--- src/rtl/dram_wo_pkg.sv ---
package dram_wo_pkg;

    // The two bytes of one memory write, in physical column order
    typedef struct packed {
        logic [7:0] hi;
        logic [7:0] lo;
    } byte_pair_t;

    typedef enum logic {
        ADV_COL = 1'b0,
        ADV_ROW = 1'b1
    } adv_mode_e;

    function automatic logic [7:0] rev8(input logic [7:0] b);
        logic [7:0] r;
        for (int i = 0; i < 8; i++) begin
            r[i] = b[7-i];
        end
        return r;
    endfunction

endpackage

--- src/rtl/dram_addr_step.sv ---
module dram_addr_step
    import dram_wo_pkg::*;
#(
    parameter int XW = 8,
    parameter int YW = 8
) (
    input  logic          clk,
    input  logic          rst,
    input  logic          adv,
    input  logic          pair,
    input  adv_mode_e     mode,
    input  logic [XW-1:0] col_end,
    input  logic [YW-1:0] row_end,
    input  logic          col_load,
    input  logic          row_load,
    input  logic [XW-1:0] col_value,
    input  logic [YW-1:0] row_value,
    output logic [XW-1:0] ax_q,
    output logic [YW-1:0] ay_q
);
    logic [XW:0]   col_stepped;
    logic          col_over;
    logic          row_at_end;
    logic [XW-1:0] col_next;
    logic [YW-1:0] row_next;
    logic [XW-1:0] col_adv;
    logic [YW-1:0] row_adv;

    assign col_stepped = {1'b0, ax_q} + (pair ? (XW+1)'(2) : (XW+1)'(1));
    assign col_over    = col_stepped > {1'b0, col_end};
    assign row_at_end  = ay_q >= row_end;
    assign col_next    = col_over ? '0 : col_stepped[XW-1:0];
    assign row_next    = row_at_end ? '0 : ay_q + 1'b1;

    always_comb begin
        col_adv = ax_q;
        row_adv = ay_q;
        if (mode == ADV_COL) begin
            col_adv = col_next;
            if (col_over) row_adv = row_next;
        end else begin
            row_adv = row_next;
            if (row_at_end) col_adv = col_next;
        end
    end

    always_ff @(posedge clk) begin
        if (rst) begin
            ax_q <= '0;
            ay_q <= '0;
        end else begin
            if (adv) begin
                ax_q <= col_adv;
                ay_q <= row_adv;
            end
            if (col_load) ax_q <= col_value;
            if (row_load) ay_q <= row_value;
        end
    end
endmodule

--- src/rtl/dram_wr_format.sv ---
module dram_wr_format
    import dram_wo_pkg::*;
#(
    parameter int          XW       = 8,
    parameter int unsigned COL_LAST = 191
) (
    input  logic [XW-1:0] ax,
    input  logic          pair,
    input  logic          mirror,
    input  logic          swap_bits,
    input  logic [15:0]   host_data,
    output logic [XW-1:0] phys_col,
    output byte_pair_t    phys_data
);
    localparam logic [XW-1:0] LAST = XW'(COL_LAST);

    logic [7:0] b_hi;
    logic [7:0] b_lo;

    assign b_hi = swap_bits ? rev8(host_data[15:8]) : host_data[15:8];
    assign b_lo = swap_bits ? rev8(host_data[7:0])  : host_data[7:0];

    always_comb begin
        if (!pair) begin
            phys_col     = mirror ? LAST - ax : ax;
            phys_data.hi = 8'h00;
            phys_data.lo = b_lo;
        end else if (!mirror) begin
            phys_col     = ax;
            phys_data.hi = b_hi;
            phys_data.lo = b_lo;
        end else begin
            phys_col     = LAST - ax - 1'b1;
            phys_data.hi = b_lo;
            phys_data.lo = b_hi;
        end
    end
endmodule

--- src/rtl/dram_wr_order.sv ---
module dram_wr_order
    import dram_wo_pkg::*;
#(
    parameter int          XW       = 8,
    parameter int          YW       = 8,
    parameter int unsigned COL_LAST = 191
) (
    input  logic          clk,
    input  logic          rst,
    input  logic          col_load,
    input  logic          row_load,
    input  logic [7:0]    load_value,
    input  logic          wr_strobe,
    input  logic [15:0]   wr_data,
    input  logic          wide16,
    input  logic          mirror,
    input  logic          swap_bits,
    input  logic          step_row,
    input  logic [XW-1:0] col_end,
    input  logic [YW-1:0] row_end,
    output logic          mem_we,
    output logic          mem_pair,
    output logic [XW-1:0] mem_col,
    output logic [YW-1:0] mem_row,
    output logic [15:0]   mem_data
);
    logic [XW-1:0] ax_q;
    logic [YW-1:0] ay_q;
    logic [XW-1:0] fmt_col;
    byte_pair_t    fmt_data;
    adv_mode_e     mode;

    assign mode = step_row ? ADV_ROW : ADV_COL;

    dram_addr_step #(.XW(XW), .YW(YW)) u_step (
        .clk       (clk),
        .rst       (rst),
        .adv       (wr_strobe),
        .pair      (wide16),
        .mode      (mode),
        .col_end   (col_end),
        .row_end   (row_end),
        .col_load  (col_load),
        .row_load  (row_load),
        .col_value (XW'(load_value)),
        .row_value (YW'(load_value)),
        .ax_q      (ax_q),
        .ay_q      (ay_q)
    );

    dram_wr_format #(.XW(XW), .COL_LAST(COL_LAST)) u_fmt (
        .ax        (ax_q),
        .pair      (wide16),
        .mirror    (mirror),
        .swap_bits (swap_bits),
        .host_data (wr_data),
        .phys_col  (fmt_col),
        .phys_data (fmt_data)
    );

    always_ff @(posedge clk) begin
        if (rst) begin
            mem_we   <= 1'b0;
            mem_pair <= 1'b0;
            mem_col  <= '0;
            mem_row  <= '0;
            mem_data <= '0;
        end else begin
            mem_we <= wr_strobe;
            if (wr_strobe) begin
                mem_pair <= wide16;
                mem_col  <= fmt_col;
                mem_row  <= ay_q;
                mem_data <= fmt_data;
            end
        end
    end
endmodule

--- config.mk ---
export PLATFORM = sky130hd
export DESIGN_NAME = dram_wr_order
export DESIGN_NICKNAME = d
export VERILOG_FILES = /design/src/rtl/dram_wo_pkg.sv /design/src/rtl/dram_addr_step.sv /design/src/rtl/dram_wr_format.sv /design/src/rtl/dram_wr_order.sv
export SDC_FILE = /design/constraint.sdc
export NUM_CORES = 1
export LEC_CHECK = 0
export CORE_MARGIN = 4
export CORE_UTILIZATION = 50
export DETAILED_ROUTE_END_ITERATION = 6
export GPL_TIMING_DRIVEN = 0
export PLACE_DENSITY = 0.82
export REMOVE_ABC_BUFFERS = 1
export SKIP_LAST_GASP = 1
export SLEW_MARGIN = 25
export SYNTH_ARGS = -nofsm -noshare
export SYNTH_HDL_FRONTEND = slang
export SYNTH_HIERARCHICAL = 1
export SYNTH_SLANG_ARGS = --single-unit
--- constraint.sdc ---
create_clock -name clk -period 7.7 [get_ports clk]
set_clock_uncertainty 0.1 [all_clocks]
set_input_delay 0.77 -clock clk [delete_from_list [all_inputs] [get_ports clk]]
set_output_delay 0.77 -clock clk [all_outputs]
set_load 0.1 [all_outputs]
==> impl_metrics.csv <==
group,metric,value,unit
outcome,status,"completed",
floorplan,start_util,52.5,%
worst_setup_path,slowest_delay,920,ps
route,viasPerCell,5.62,
worst_setup_path,worstSetupStartpointType,"primary input",
route,avgRoutedWirePerCell,15.1,µm
floorplan,num_rows,29,
global_routing,grt_max_degree,30,
sta,setup_slack,2840,ps
worst_setup_path,crit_required,7820,ps
power,p_per_area,161,nW/µm²
clocking,cts_resized,0,
yosys,synthDistinctLibCells,57,
floorplan,ios,83,
sta,slew_viol_final,0,
finish,stdcell_count,518,
sta,timing.fmax,206,MHz
floorplan,die-area,8170,µm²
clocking,postCtsHoldBufs,0,
power,leakagePower,0.00180,µW
worst_setup_path,crit_top_cell,"ha_1",
route,antenna_left,0,
sta,tightest_slew,993,ps
yosys,synth_warnings,6,
route,drc,0,
sta,finalCritPeriodShare,63.1,%
yosys,async_flop_share,0,%
worst_setup_path,cp_slowest_cell,"clkdlybuf4s50_1",
sta,tns,0,ps
clocking,clk_path_buf_depth,2,
worst_hold_path,min_path_type,"reg -> reg",
global_routing,overflow,0,
sta,min_period,4860,ps
clocking,root_buffer,"clkbuf_8",
yosys,seq_area_frac_synth,29.5,%
yosys,synth_area,3390,µm²
yosys,synth_seq_cells,50,
sta,hold_viol,0,
worst_setup_path,worst-r2r-setup-slack,3960,ps
placed_design,place_hpwl,6060,µm
route,drt_first_pass_iters,5,
global_routing,grt_pass1_wl,13400,µm
floorplan,die_y,90.4,µm
clocking,htreeDepth,2,
clocking,cts_sinks,50,
clocking,cts_buffers,5,
finish,syn2layout_area_growth,25.9,%
power,irDropWorstVdd,0.000129,V
finish,drive_gt1_share,5.90,%
worst_setup_path,critPathArrivalTime,4980,ps
yosys,ys.flop_type,"dfxtp_1",
placed_design,dp_cells,511,
worst_setup_path,crit_type,"in -> reg",
finish,fillers,565,
yosys,synth_edf_count,0,
worst_setup_path,path_max_fanout,18,
finish,nets,511,
floorplan,die_w,90.4,µm
placed_design,preCtsSetupSlack,2550,ps
yosys,avgSynthCellArea,9.19,µm²
route,wl,7810,µm
worst_setup_path,critPathCaptureType,"flip-flop",
placed_design,gp_congestion,0.870,
clocking,clock_latency,290,ps
sta,slew_headroom,33.0,%
global_routing,antenna_found_initial,0,
sta,setup_violations,0,
yosys,syn_inst,369,
worst_setup_path,crit_chain,"clkdlybuf4s50_1 -> inv_1 -> ha_1 -> fa_1 -> nand3_4 -> nor2_2 -> and2b_1 -> nand2b_1 -> ha_1 -> a21o_1 -> a21oi_1 -> a31oi_4 -> o31ai_2 -> o211ai_1 -> a31oi_1",
route,route.vias.total,2910,
placed_design,port_buffers,82,
floorplan,core-area,6460,µm²
route,drt_iter0_drc,117,
clocking,clk_pin_slew,90,ps
clocking,cts_tree,"yes",
clocking,cts_setup_buffers,0,
global_routing,grt_usage,19.4,%
sta,rsz0062_at_grt,"no",
finish,diodes,0,
job,maxCapViolations,0,
global_routing,grt_pass1_vias,2892,
-- cell type report --
| type | count | area (µm²) | area share (%) |
|---|---|---|---|
| flip-flops and latches | 50 | 1000 | 23.4 |
| well taps | 77 | 96.3 | 2.26 |
| clock inverters | 1 | 7.51 | 0.176 |
| repair buffers | 84 | 866 | 20.3 |
| clock buffers | 6 | 72.6 | 1.70 |
| inverters | 24 | 90.1 | 2.11 |
| multi-input cells | 276 | 2140 | 50.0 |
-- per-stage QoR --
stage	instance area [µm²]	hold slack [ps]	util [%]	total power, µW
after floorplan	3230	404	-	461
final	4270	401	66.1	690
after detailed placement	4190	383	64.9	548
after global placement	4150	374	64.2	541
after CTS	4270	409	66.1	694
after global routing	4270	431	66.1	726
-- worst paths after layout --
path,cells past startpoint,end,start
min,2,mem_data[3],mem_data[3]
max,15,u_step/ay_q[6],wide16
min reg2reg,2,mem_data[3],mem_data[3]
max reg2reg,13,u_step/ay_q[6],u_step/ax_q[0]
-- synth_stat cells (2+ instances only) --
cell | n | area [µm²]
mux2i_1 | 51 | 510
dfxtp_1 | 50 | 1000
nor2_1 | 41 | 154
inv_1 | 23 | 86.3
ha_1 | 20 | 250
and2_1 | 18 | 113
nand2_1 | 17 | 63.8
a31oi_1 | 14 | 87.6
nand3_1 | 11 | 55.1
nor3_1 | 11 | 55.1
a21oi_1 | 8 | 40.0
mux4_2 | 8 | 180
xnor2_1 | 8 | 70.1
o21ai_0 | 7 | 35.0
clkbuf_1 | 6 | 22.5
o211ai_1 | 6 | 45.0
buf_6 | 4 | 45.0
nor2b_1 | 4 | 25.0
or4_1 | 4 | 30.0
xor2_1 | 4 | 35.0
a211o_1 | 3 | 26.3
a221oi_1 | 3 | 26.3
buf_12 | 3 | 60.1
buf_4 | 3 | 22.5
nand2b_1 | 3 | 18.8
or3_1 | 3 | 18.8
a2111oi_0 | 2 | 17.5
a21o_1 | 2 | 15.0
buf_2 | 2 | 10.0
nand3b_1 | 2 | 15.0
nand4_1 | 2 | 12.5
-- flip-flops by register name, summed over array words and instances (netlist names) --
register     flops
u_step/ax_q      8
mem_data        16
u_step/ay_q      8
mem_pair         1
mem_we           1
mem_row          8
mem_col          8
-- cells by family after synthesis --
kind of cell	after synthesis	synth area share, %
xor+xnor	12	3.10
flops	50	29.5
buf+inv	43	7.49
simple gates	129	20.0
mux	60	20.7
compound gates	54	11.3
fa+ha+maj	21	7.97
-- where the power goes --
part | internal (µW) | leakage [µW] | switching, µW
Sequential | 275 | 0.000411 | 18.5
Combinational | 96.0 | 0.00135 | 152
Clock | 62.6 | 0.0000373 | 85.0
Total | 434 | 0.00180 | 256
-- cells in the final DEF, fill, tap and decap left out, types with 2 or more instances in the layout --
cell type        Yosys  routed
inv_1               23      23
xor2_1               4       4
nand3b_1             2       2
xnor2_1              8       8
ha_1                20      20
o211ai_1             6       6
nand2_1             17      17
a221oi_1             3       3
clkdlybuf4s50_1      0      80
dfxtp_1             50      50
buf_2                2       2
a31oi_1             14      14
mux2i_1             51      51
nor3_1              11      11
a21o_1               2       2
nor2_1              41      41
or4_1                4       4
nand4_1              2       2
and2_1              18      18
a21oi_1              8       8
clkbuf_8             0       5
or3_1                3       3
mux4_2               8       8
nand3_1             11      11
a211o_1              3       3
a2111oi_0            2       2
buf_16               0       2
o21ai_0              7       7
nor2b_1              4       4
nand2b_1             3       3
-- worst max-delay path, delay by kind of cell --
family                   cells  cell delay (ps)
AND/OR/NAND/NOR              4              530
AO/OA/AOI/OAI                6             1650
buffers and inverters        2             1050
adder cells (fa/ha/maj)      3              980
-- per-layer routing --
metal  part of all wire, %  wire, µm  track usage [%]  vias to the layer above
met5                     0         0                0                        -
met4                  0.73        57             4.97                        0
met3                   3.9       303             3.67                        4
met2                    50      3940             34.5                       63
met1                    45      3500             24.1                     1378
li1                      -         -                -                     1465
No activity file was read; power rests on OpenSTA's default activity.
